[config.mk]
export PLATFORM = sky130hd
export DESIGN_NAME = daytime_clock_alarm
export DESIGN_NICKNAME = d
export VERILOG_FILES = /design/src/rtl/clk24_pkg.sv /design/src/rtl/tick_divider.sv /design/src/rtl/bcd_digit.sv /design/src/rtl/alarm_match.sv /design/src/rtl/daytime_clock_alarm.sv
export SDC_FILE = /design/constraint.sdc
export NUM_CORES = 1
export LEC_CHECK = 0
export ABC_CLOCK_PERIOD_IN_PS = 3700
export CORE_AREA = 2 2 119 121
export DETAILED_ROUTE_END_ITERATION = 8
export DIE_AREA = 0 0 121 123
export SLEW_MARGIN = 20
export SYNTH_ARGS = -nofsm -noshare
export SYNTH_HDL_FRONTEND = slang
export SYNTH_HIERARCHICAL = 1
export SYNTH_SLANG_ARGS = --single-unit
[constraint.sdc]
create_clock -name clk_i -period 3.7 [get_ports clk_i]
set_input_delay 0.74 -clock clk_i [delete_from_list [all_inputs] [get_ports clk_i]]
set_output_delay 0.74 -clock clk_i [all_outputs]
set_load 0.02 [all_outputs]
[src/rtl/clk24_pkg.sv]
package clk24_pkg;
  localparam int NDIG = 6;
  localparam int DW   = 4;

  // Highest value each digit reaches before wrapping, index 0 = seconds units.
  function automatic logic [DW-1:0] digit_max(input int idx);
    case (idx)
      1, 3:    digit_max = 4'd5;
      5:       digit_max = 4'd2;
      default: digit_max = 4'd9;
    endcase
  endfunction
endpackage

[src/rtl/tick_divider.sv]
module tick_divider #(
  parameter int SLOW_CYC = 50_000_000,
  parameter int FAST_CYC = 250_000
) (
  input  logic clk_i,
  input  logic rst_ni,
  input  logic rate_sec_i,
  output logic tick_o
);
  localparam int MAXC = (SLOW_CYC > FAST_CYC) ? SLOW_CYC : FAST_CYC;
  localparam int CW   = (MAXC > 2) ? $clog2(MAXC) : 1;
  localparam logic [CW-1:0] SLOW_LAST = CW'(SLOW_CYC - 1);
  localparam logic [CW-1:0] FAST_LAST = CW'(FAST_CYC - 1);

  logic [CW-1:0] cnt_q;
  logic [CW-1:0] last;

  assign last   = rate_sec_i ? SLOW_LAST : FAST_LAST;
  assign tick_o = (cnt_q >= last);

  always_ff @(posedge clk_i or negedge rst_ni) begin
    if (!rst_ni)     cnt_q <= '0;
    else if (tick_o) cnt_q <= '0;
    else             cnt_q <= cnt_q + 1'b1;
  end
endmodule

[src/rtl/bcd_digit.sv]
module bcd_digit #(
  parameter logic [3:0] MAX = 4'd9
) (
  input  logic       clk_i,
  input  logic       rst_ni,
  input  logic       step_i,
  input  logic       clr_i,
  output logic [3:0] val_o
);
  always_ff @(posedge clk_i or negedge rst_ni) begin
    if (!rst_ni)                  val_o <= '0;
    else if (clr_i)               val_o <= '0;
    else if (step_i) begin
      if (val_o == MAX)           val_o <= '0;
      else                        val_o <= val_o + 4'd1;
    end
  end
endmodule

[src/rtl/alarm_match.sv]
module alarm_match (
  input  logic        clk_i,
  input  logic        rst_ni,
  input  logic        load_i,
  input  logic [7:0]  hh_i,
  input  logic [7:0]  mm_i,
  input  logic [15:0] now_hhmm_i,
  output logic        match_o
);
  logic [15:0] set_q;

  always_ff @(posedge clk_i or negedge rst_ni) begin
    if (!rst_ni)     set_q <= '0;
    else if (load_i) set_q <= {hh_i, mm_i};
  end

  assign match_o = (now_hhmm_i == set_q);
endmodule

[src/rtl/daytime_clock_alarm.sv]
module daytime_clock_alarm
  import clk24_pkg::*;
#(
  parameter int SLOW_CYC = 50_000_000,
  parameter int FAST_CYC = 250_000
) (
  input  logic        clk_i,
  input  logic        rst_ni,
  input  logic        rate_sec_i,
  input  logic        alm_load_i,
  input  logic [7:0]  alm_hh_i,
  input  logic [7:0]  alm_mm_i,
  output logic [23:0] digits_o,
  output logic        alarm_o
);
  logic            tick;
  logic [NDIG-1:0] step;
  logic [DW-1:0]   dig [NDIG];
  logic            day_end;

  tick_divider #(.SLOW_CYC(SLOW_CYC), .FAST_CYC(FAST_CYC)) u_div (
    .clk_i      (clk_i),
    .rst_ni     (rst_ni),
    .rate_sec_i (rate_sec_i),
    .tick_o     (tick)
  );

  assign step[0] = tick;

  for (genvar i = 0; i < NDIG; i++) begin : g_dig
    bcd_digit #(.MAX(digit_max(i))) u_d (
      .clk_i  (clk_i),
      .rst_ni (rst_ni),
      .step_i (step[i]),
      .clr_i  (day_end),
      .val_o  (dig[i])
    );
    if (i < NDIG - 1) begin : g_chain
      assign step[i+1] = step[i] && (dig[i] == digit_max(i));
    end
    assign digits_o[DW*i +: DW] = dig[i];
  end

  // Carry into the hour units while hours read 23 ends the day.
  assign day_end = step[4] && (dig[5] == 4'd2) && (dig[4] == 4'd3);

  alarm_match u_alm (
    .clk_i      (clk_i),
    .rst_ni     (rst_ni),
    .load_i     (alm_load_i),
    .hh_i       (alm_hh_i),
    .mm_i       (alm_mm_i),
    .now_hhmm_i (digits_o[23:8]),
    .match_o    (alarm_o)
  );
endmodule

**Word level (Yosys, flattened, before mapping)**

Index checks and enable logic that the tools add are counted.

- Reduce and logical (&&, ||, !) cells: 13
- Equal/unequal tests: 8
- Mux-type cells: 20
- Magnitude comparators: 1
- Add/subtract/negate cells: 7

Operator list:

| operator | number |
|---|---|
| $mux W4 | 18 |
| $mux W26 | 2 |
| $add A26 B1 Y26 const B | 1 |
| $ge A26 B26 Y1 | 1 |
| $add A4 B1 Y4 const B | 6 |
| $eq A16 B16 Y1 | 1 |
| $eq A4 B4 Y1 const B | 3 |
| $reduce_bool A2 Y1 | 6 |
| $eq A4 B2 Y1 const B | 2 |
| $eq A4 B3 Y1 const B | 2 |
| $logic_and A1 B1 Y1 | 7 |

- Flip-flop bits (word level): 66
- Logic and storage cells: 57
- Input bits: 20
- Output and inout bits: 25

**Depth between registers and ports, before layout**

Gate-level depths: netlist of the first run.

- Depth in word-level cells: 9
- Mapped depth: 13
- Gate-level depth less buffers: 12

**Cells and area by module**

The synthesis of the first run kept the hierarchy.

By module, submodules not included:

| module | area each (sq um) | cells each | times used |
|---|---|---|---|
| tick_divider | 1636.6 | 169 | 1 |
| alarm_match | 818.3 | 55 | 1 |
| bcd_digit at g_dig[0].u_d ... | 237.7 | 24 | 3 |
| bcd_digit at g_dig[1].u_d ... | 221.5 | 22 | 2 |
| bcd_digit at g_dig[5].u_d | 216.5 | 22 | 1 |
| daytime_clock_alarm | 162.7 | 14 | 1 |

**Worst setup path before layout of the first run**

Ideal clock, no wire load.

- Path kind: in2reg
- Start: input port rate_sec_i
- End: register g_dig[5].u_d.val_o[1]
- Setup slack: -334 ps
- Cell stages on the path: 11
- Arrival: 3913 ps
- Required time: 3578 ps
- Path buffers: 0
- Cells stage by stage: inv_1 > ha_1 > nand4b_1 > or2_2 > o221ai_1 > or2_2 > nand3b_4 > nor4_4 > and4_1 > nor2_1 > a32o_1

- Longest elaborated chain between the ends: 9
- Elaborated cells between the ends (all ways): 11
- Classes of those cells: order compare (1); mux (2); reduce/logical (8)

Ends and longest elaborated chain:

| element | line | source |
|---|---|---|
| start: declaration | daytime_clock_alarm.sv:9 | `input logic rate_sec_i,` |
| $mux W26 (*) | tick_divider.sv:18 | `assign last = rate_sec_i ? SLOW_LAST : FAST_LAST;` |
| $ge A26 B26 Y1 (*) | tick_divider.sv:19 | `assign tick_o = (cnt_q >= last);` |
| net step[0] | daytime_clock_alarm.sv:17 | `logic [NDIG-1:0] step;` |
| $logic_and A1 B1 Y1 (*) (3 in series) | daytime_clock_alarm.sv:39 | `assign step[i+1] = step[i] && (dig[i] == digit_max(i));` |
| net step[3] | daytime_clock_alarm.sv:17 |  |
| $logic_and A1 B1 Y1 (*) | daytime_clock_alarm.sv:39 |  |
| $logic_and A1 B1 Y1 (*) (2 in series) | daytime_clock_alarm.sv:45 | `assign day_end = step[4] && (dig[5] == 4'd2) && (dig[4] == 4'd3);` |
| net day_end | daytime_clock_alarm.sv:19 | `logic day_end;` |
| $mux W4 / $reduce_bool A2 Y1 (equally long branches) | n/a |  |
| end signal: assignment | bcd_digit.sv:15 | `else val_o <= val_o + 4'd1;` |
| end: declaration | bcd_digit.sv:8 | `output logic [3:0] val_o` |

Mark *: on every way through the listed nets, which the timed path passes. The rest lies on a longest branch.
A chain may end at the register's enable or synchronous reset.

**Worst setup path after layout of the first run**

- Start: input port rate_sec_i
- End: register g_dig[3].u_d.val_o[3]

- Longest elaborated chain between the ends: 9
- Elaborated cells between the ends (all ways): 10
- Classes of those cells: order compare (1); mux (2); reduce/logical (7)

Ends and longest elaborated chain:

| element | line |
|---|---|
| $mux W26 (*) | tick_divider.sv:18 |
| $ge A26 B26 Y1 (*) | tick_divider.sv:19 |
| net step[0] | daytime_clock_alarm.sv:17 |
| $logic_and A1 B1 Y1 (*) (3 in series) | daytime_clock_alarm.sv:39 |
| net step[3] | daytime_clock_alarm.sv:17 |
| $logic_and A1 B1 Y1 | daytime_clock_alarm.sv:39 |
| $logic_and A1 B1 Y1 (2 in series) | daytime_clock_alarm.sv:45 |
| $mux W4 / $reduce_bool A2 Y1 (equally long branches) | n/a |
| end signal: assignment | bcd_digit.sv:15 |
| end: declaration | bcd_digit.sv:8 |

Marks and branches as above.

==> results of run 1 <==
==> layout make-up <==
cell class              count  share of cell area (%)
clock buffers              11                    4.63
clock inverters             5                    1.10
inverters                  14                    1.05
multi-input cells         286                    44.5
flip-flops and latches     66                    32.9
well taps                 180                    4.48
repair buffers             62                    11.4
==> worst min-delay path by stage <==
stage,slack (ns),cells past startpoint,start,end
floorplan,0.44,0,rst_ni,g_dig[0].u_d/val_o[0]
global placement,0.51,1,u_div/cnt_q[0],u_div/cnt_q[0]
detailed placement,0.51,1,u_div/cnt_q[0],u_div/cnt_q[0]
CTS,0.52,1,u_div/cnt_q[0],u_div/cnt_q[0]
global route,0.55,1,u_alm/set_q[1],u_alm/set_q[1]
finish,0.52,1,u_div/cnt_q[0],u_div/cnt_q[0]
==> logic make-up (layout without fill, tap and decap cells) <==
group / after synthesis / in the layout / share of synthesized area [%]
multiplexers: 16 / 16 / 5.46
adder cells (fa/ha/maj): 25 / 25 / 7.84
XOR/XNOR: 28 / 28 / 6.15
AO/OA/AOI/OAI: 77 / 77 / 13.1
flip-flops: 66 / 66 / 41.4
AND/OR/NAND/NOR: 140 / 140 / 23.1
buffers and inverters: 24 / 92 / 2.92
==> per-layer routing <==
metal / part of all wire (%) / vias to the layer above / track usage (%)
met5: 0 / - / 0
met4: 2.2 / 0 / 5.96
met3: 4.5 / 16 / 3.37
met2: 48 / 53 / 21.0
met1: 45 / 1567 / 15.8
li1: - / 1543 / -
==> timing repair <==
action,in CTS,in global routing
gates resized for setup,0,2
setup endpoints to repair,0,2
hold buffers,0,0
==> sequential cells by signal (all words and copies together), names as in the netlist <==
register and cells:
u_div/cnt_q 26, g_dig.u_d/val_o 24, u_alm/set_q 16
==> layout by cell type, fill, tap and decap left out, types with 10 or more instances in the layout <==
master and n:
a21oi_1 20, dfrtp_1 66, nand4_1 11, xnor2_1 26, o31ai_1 10, nand2_1 21
a211oi_1 13, nor3_1 18, nand3b_1 13, ha_1 25, mux2_4 10, buf_4 18
clkdlybuf4s50_1 43, nand3_1 12, inv_1 14
==> metrics by stage <==
| step | instances | TNS, ns | util (%) | hold slack [ns] | worst slack (ns) |
|---|---|---|---|---|---|
| finish | 624 | 0 | 36.9 | 0.517 | 0.194 |
| global placement | 608 | -0.0952 | 34.8 | 0.508 | -0.0469 |
| global route | 624 | 0 | 36.9 | 0.549 | 0.0156 |
| detailed placement | 608 | -0.486 | 34.8 | 0.514 | -0.139 |
| floorplan | 376 | 0 | - | 0.444 | 0.0939 |
| CTS | 624 | 0 | 36.9 | 0.522 | 0.215 |
==> where the power goes <==
group / switching, mW / internal, mW
sequential: 0.142 / 0.820
combinational: 0.226 / 0.257
clock: 0.312 / 0.519
total: 0.679 / 1.60
==> metrics.md, run 1 <==
| Metric | Value |
|---|---|
| Share of cells above drive strength 1 | `16.0%` |
| CP bufs+invs | `3` |
| Final Instance Area | `5020 sq um` |
| Pwr Density | `453 nW/um^2` |
| Crit path kind | `in2reg` |
| Die Y | `123 um` |
| Critical R2R Capture | `g_dig[3].u_d/val_o[3]` |
| Port bufs | `44` |
| Final Hold Viols | `0` |
| Total grt overflow | `0` |
| Mapped cell area | `3990 sq um` |
| CTS HTree Levels | `3` |
| Layout Skew | `0.00431 ns` |
| Setup crit end | `g_dig[3].u_d/val_o[3]` |
| Crit path DAT | `3.77 ns` |
| Synth cell types | `55` |
| Slowest cell delay on critical path | `0.48 ns` |
| Hold Crit Class | `reg2reg` |
| Async S/R FF share, synth | `100%` |
| Pre-antenna DRT Iters | `4` |
| Num CTS Buffers | `9` |
| Sequential element share of the synthesized area | `41.4%` |
| Cell types occupying the most area after synthesis | `dfrtp_1 41%, ha_1 7.8%, xnor2_1 5.7%` |
| Fill cell count | `1340` |
| Crit-path leading delay family | `simple AND/OR/NAND/NOR gates` |
| Final Setup Violations | `0` |
| Final antenna-violating net count | `0` |
| Power Total | `2.28 mW` |
| Worst-Skew Late Latency | `0.33 ns` |
| Count leader, synth | `dfrtp_1` |
| Gr usage total | `12.8%` |
| Largest net degree at the start of global routing | `67` |
| Main flop type after synthesis | `dfrtp_1` |
| Via count | `3179` |
| Number of synthesized flops with an enable pin | `0` |
| Area of the multi-input gates | `around 2200 sq um` |
| Synth Register Bits | `66` |
| Final HPWL DP | `6310 um` |
| Reg-to-Reg Start | `u_div/cnt_q[23]` |
| Crit path cell chain | `clkdlybuf4s50_1, inv_1, ha_1, nand4b_1, nor3_1, o2111a_1, or2_2, nand3b_4, nor4_4, buf_4, nand4_1, or3_1, a21oi_2` |
| Tcrit/Tclk final | `94.7%` |
| Synthesized area per cell | `10.6 sq um` |
| Area post-placement | `4730 sq um` |
| Net total in the final layout | `between 400 and 500` |
| CP Launch Point | `rate_sec_i` |
| Starting density of the core | `29.3%` |
| Synth Net Count | `421` |
| Die width | `121 um` |
| Cell count after synthesis | `376` |
| Critical path capture point type | `flop` |
| First-pass GRT wire length | `15100 um` |
| Cells on worst reg2reg path | `11` |
| Leakage | `between 2 and 2.5 nW` |
| Clk sinks | `66` |
| Peak supply drop | `0.206 mV` |
| Final Wtd Congestion | `0.851` |
| Clock root cell | `clkbuf_16` |
| Worst Path Required | `3.96 ns` |
| Synth top area share | `41.4%` |
| Drt drc | `0` |
| Critical path depth | `13` |
| Antenna cells | `0` |
| Clk pin slew, worst setup/hold paths | `0.05 ns` |
| Status | `completed` |
| Register area | `roughly 1700 sq um` |
| Layout area overhead | `25.9%` |
| Post-CTS setup buffers | `0` |
| FMAX | `roughly 290 MHz` |
| CTS tree | `done` |
| Crit-path slowest cell | `clkdlybuf4s50_1` |
| Yosys warnings | `6` |
| FF-to-FF setup slack | `0.88 ns` |
| IO Pins | `45` |
| Vias per cell | `5.09` |
| Area leader, netlist | `dfrtp_1` |
| Max-slew violation count | `0` |
| Crit path time final | `3.51 ns` |
| RSZ-0062 raised after global routing | `no` |
| Drt total wl | `roughly 9000 um` |
| Iteration-0 DRC Markers | `175` |
| Clock Tree Buf Depth | `2` |
| Worst Max-Slew Pin Slew | `about 0.95 ns` |
| Antenna violations before repair | `0` |
| Rel. slew slack | `36.5%` |
| Vias in the first global route | `around 3100` |
| DIE AREA | `14900 sq um` |
| Row count | `43` |
| Max-Cap Viols | `0` |
| Worst Path Max Fanout | `10` |
| Core ar. | `13600 sq um` |
| Crit path launch type | `primary input` |
| Routed len/inst | `approximately 14 um` |
| Commonest cells in the netlist | `66 x dfrtp_1, 26 x xnor2_1, 25 x ha_1, 21 x nand2_1, 20 x a21oi_1` |
(Power assumes the default switching activity.)
==> run 2: changes to the inputs <==
--- a/config.mk
+++ b/config.mk
@@ -6,11 +6,12 @@
 export NUM_CORES = 1
 export LEC_CHECK = 0
 export ABC_CLOCK_PERIOD_IN_PS = 3700
-export CORE_AREA = 2 2 119 121
+export CORE_AREA = 2 2 115 117
 export DETAILED_ROUTE_END_ITERATION = 8
-export DIE_AREA = 0 0 121 123
+export DIE_AREA = 0 0 117 119
+export HOLD_SLACK_MARGIN = 0.03
+export SKIP_CTS_REPAIR_TIMING = 1
 export SLEW_MARGIN = 20
 export SYNTH_ARGS = -nofsm -noshare
 export SYNTH_HDL_FRONTEND = slang
-export SYNTH_HIERARCHICAL = 1
 export SYNTH_SLANG_ARGS = --single-unit
==> run 2 against run 1 <==
Sequential share of layout area is 2.6 points higher. Final area is 7.2% lower. Combinational power is 7.5% lower. Utilization is 0.72 points lower. Via count is 14% lower. Critical path depth is 3 lower. Area after synthesis is 6.4% lower. Register-to-register slack better by 0.42 ns. Global-route usage is 0.44 points lower. Synthesized cell count is 4.0% lower. Largest cell class unchanged. Highest routed layer unchanged.
==> metrics.md, run 2 <==
| Metric | Value |
|---|---|
| Num CTS Buffers | `9 (unchanged)` |
| Area post-placement | `4360 sq um (-7.9%)` |
| Critical R2R Capture | `g_dig[3].u_d.val_o[1]` |
| Internal power | `1.58 mW (-1.0%)` |
| Synth Register Bits | `66 (unchanged)` |
| Max-slew violation count | `0 (unchanged)` |
| Power Total | `2.24 mW (-1.7%)` |
| Layout area overhead | `24.7%` |
| Cell count after synthesis | `361 (-4.0%)` |
| Sink of the worst hold path | `u_div.cnt_q[0]` |
| Port bufs | `44 (unchanged)` |
| Core ar. | `12900 sq um (-5.4%)` |
| Worst hold start | `u_div.cnt_q[0]` |
| Count leader, synth | `dfrtp_1` |
| Hold Crit Depth | `1 (unchanged)` |
| M2 GR Usage | `20.1% (-0.91 points)` |
| Row count | `42 (-2.3%)` |
| Area leader, netlist | `dfrtp_1` |
| Gr usage total | `12.4% (-0.44 points)` |
| Vias per cell | `4.66 (-8.6%)` |
| Hold Crit Class | `reg2reg` |
| Peak supply drop | `0.198 mV (-3.9%)` |
| Synthesized area per cell | `10.3 sq um (-2.5%)` |
| Yosys warnings | `0 (-6)` |
| FF-to-FF setup slack | `1.30 ns (+0.42 ns)` |
| Final Wtd Congestion | `0.801 (-5.9%)` |
| CTS HTree Levels | `3 (unchanged)` |
| Synth Net Count | `406 (-3.6%)` |
| Worst Path Required | `3.91 ns (-0.05 ns)` |
| Pre-antenna DRT Iters | `4 (unchanged)` |
| First-pass GRT wire length | `13800 um (-9.0%)` |
| Routed len/inst | `13.7 um (-4.0%)` |
| Area of the multi-input gates | `1960 sq um (-12%)` |
| Setup TNS | `0 ns (unchanged)` |
| Final antenna-violating net count | `0 (unchanged)` |
| Die Y | `119 um (-3.3%)` |
| Largest net degree at the start of global routing | `44 (-34%)` |
| Die width | `117 um (-3.3%)` |
| Cell types occupying the most area after synthesis | `dfrtp_1 44%, ha_1 8.4%, xnor2_1 7.7%` |
| Iteration-0 DRC Markers | `65 (-63%)` |
| Crit path kind | `in2reg` |
| RSZ-0062 raised after global routing | `no` |
| Sw power | `0.656 mW (-3.4%)` |
| Met1 GRT Util | `16.3% (+0.56 points)` |
| Crit path time final | `3.15 ns (-0.359 ns)` |
| Rel. slew slack | `43.4% (+6.9 points)` |
| Reg-to-Reg Start | `u_div.cnt_q[23]` |
| Synth cell types | `49 (-11%)` |
| Status | `completed` |
| Most frequent cells in the layout | `66 x dfrtp_1, 46 x nor2_1, 43 x clkdlybuf4s50_1` |
| Commonest non-fill, non-tap cell in the layout | `dfrtp_1` |
| Share of cells above drive strength 1 | `12.1% (-3.9 points)` |
| Seq pwr share | `41.5% (-0.8 points)` |
| Drt total wl | `8070 um (-9.5%)` |
| Regs by FF count | `u_div.cnt_q (26), g_dig.u_d.val_o (24), u_alm.set_q (16)` |
| Final Hold Viols | `0 (unchanged)` |
| Crit path launch type | `primary input` |
| Max-Cap Viols | `0 (unchanged)` |
| Register area | `1650 sq um (unchanged)` |
| Crit path DAT | `3.36 ns (-0.41 ns)` |
| Final Instance Area | `4660 sq um (-7.2%)` |
| Grt met3 use | `3.00% (-0.36 points)` |
| Leakage | `2.02 nW (+0.61%)` |
| Via count | `2739 (-14%)` |
| Final Setup Violations | `0 (unchanged)` |
| Main flop type after synthesis | `dfrtp_1` |
| Reg with most FFs | `u_div.cnt_q` |
| Commonest cells in the netlist | `66 x dfrtp_1, 46 x nor2_1, 33 x xnor2_1, 25 x ha_1, 24 x nand2_1` |
| Starting density of the core | `29.0% (-0.29 points)` |
| Crit path cell chain | `clkdlybuf4s50_1, inv_1, ha_1, nand4b_1, nor4_1, o211ai_1, nand3_2, buf_12, nand4_1, mux2_1` |
| Clock Tree Buf Depth | `2 (unchanged)` |
| Antenna cells | `0 (unchanged)` |
| Worst Path Max Fanout | `43 (+33)` |
| Min Hold Slack | `0.465 ns (-0.0524 ns)` |
| Max reg flops | `26 (unchanged)` |
| Number of synthesized flops with an enable pin | `0 (unchanged)` |
| Mapped cell area | `3740 sq um (-6.4%)` |
| Top Usage Layer GRT | `met2` |
| Cells on worst reg2reg path | `8 (-3)` |
| Clk sinks | `66 (unchanged)` |
| Layout Skew | `0.00425 ns (-0.0000658 ns)` |
| CTS tree | `done` |
| Drt drc | `0 (unchanged)` |
| Worst Max-Slew Pin Slew | `0.849 ns (-0.0999 ns)` |
| Clock share of power | `38.5% (+2.0 points)` |
| Non-filler cells, final | `588 (-5.8%)` |
| Vias in the first global route | `2865 (-7.3%)` |
| Final HPWL DP | `6000 um (-5.0%)` |
| Worst-Skew Late Latency | `0.33 ns (about the same)` |
| FMAX | `318 MHz (+11%)` |
| Antenna violations before repair | `0 (unchanged)` |
| DIE AREA | `13900 sq um (-6.5%)` |
| Fill cell count | `1278 (-4.6%)` |
| Pwr Density | `480 nW/um^2 (+5.9%)` |
| Clk pin slew, worst setup/hold paths | `0.06 ns (about the same)` |
| Sequential element share of the synthesized area | `44.2% (+2.8 points)` |
| Combinational share of power | `20.0% (-1.2 points)` |
| Synth top area share | `44.2% (+2.8 points)` |
| Slowest cell delay on critical path | `0.52 ns (+0.04 ns)` |
| Clock root cell | `clkbuf_16` |
| Tcrit/Tclk final | `85.0% (-9.7 points)` |
| Sw frac | `29.4% (-0.50 points)` |
| Total grt overflow | `0 (unchanged)` |
| IO Pins | `45 (unchanged)` |
| Crit-path slowest cell | `clkdlybuf4s50_1` |
| Async S/R FF share, synth | `100% (unchanged)` |
| Cell Count Post-Placement | `572 (-5.9%)` |
| Critical path capture point type | `flop` |
| Net total in the final layout | `452 (-6.6%)` |
## run 2: cell count changes after synthesis, moves of 10 or more
cell,change
a21oi_1,-13
a211oi_1,-12
nor2_1,+37
mux2_2,+15
nand3b_1,-13
nor3_1,-10
mux2_4,-10
## run 2: stage by stage
stage,utilization (%),setup WS (ns)
4_1_cts,36.2,0.551
2_1_floorplan,-,0.976
6_report,36.2,0.553
5_1_grt,36.2,0.309
3_3_place_gp,33.8,0.342
3_5_place_dp,33.8,0.222
## run 2: power by group through the flow
stage,registers [mW],clock network (mW),logic (mW)
global route,0.946,0.912,0.514
floorplan,0.946,0,0.269
detailed placement,0.941,0,0.455
finish,0.929,0.860,0.447
CTS,0.929,0.881,0.458
global placement,0.935,0,0.441
## run 2: layout make-up
type | count | share of cell area [%]
multi-input cells | 268 | 42.0
flip-flops and latches | 66 | 35.4
repair buffers | 47 | 10.1
clock buffers | 10 | 5.13
well taps | 176 | 4.73
clock inverters | 6 | 1.40
inverters | 15 | 1.21
## run 2: critical path: cells and delay by family
family	cells	cell delay, ns
simple gates	4	0.76
fa+ha+maj	1	0.36
compound gates	1	0.20
buf+inv	3	0.93
mux	1	0.34
## run 2: worst max path at each step
stage / startpoint / endpoint / slack, ns
after CTS: rate_sec_i / g_dig[3].u_d.val_o[1] / 0.55
after global placement: rate_sec_i / g_dig[5].u_d.val_o[1] / 0.34
after global routing: rate_sec_i / g_dig[3].u_d.val_o[1] / 0.31
after floorplan: rate_sec_i / g_dig[1].u_d.val_o[0] / 0.98
after detailed placement: rate_sec_i / g_dig[5].u_d.val_o[0] / 0.22
final: rate_sec_i / g_dig[3].u_d.val_o[1] / 0.55
## run 2: routing by layer
metal  part of all wire, %  wire (um)  vias to the layer above
met4                   1.1         92                        0
met3                   3.9        315                       11
met2                    48       3900                       42
met5                     0          0                        -
met1                    47       3770                     1326
li1                      -          -                     1360
## run 2: cells by family (layout without fill, tap and decap cells)
| kind of cell | Yosys count | in the layout | synth area share (%) |
|---|---|---|---|
| and+or+nand+nor | 141 | 141 | 19.8 |
| DFF | 66 | 66 | 44.2 |
| xor gates and xnor gates | 41 | 41 | 9.61 |
| AOI/OAI and AO/OA | 32 | 32 | 5.83 |
| muxes | 29 | 29 | 8.74 |
| buffers and inverters | 27 | 78 | 3.42 |
| adders and majority gates | 25 | 25 | 8.37 |
==> run 3: changes to the inputs <==
--- a/config.mk
+++ b/config.mk
@@ -6,6 +6,7 @@
 export NUM_CORES = 1
 export LEC_CHECK = 0
 export ABC_CLOCK_PERIOD_IN_PS = 3700
+export CAP_MARGIN = 20
 export CORE_AREA = 2 2 115 117
 export DETAILED_ROUTE_END_ITERATION = 8
 export DIE_AREA = 0 0 117 119
==> results of run 3 <==
The final DEF is identical to that of run 2; final timing and power are the same.
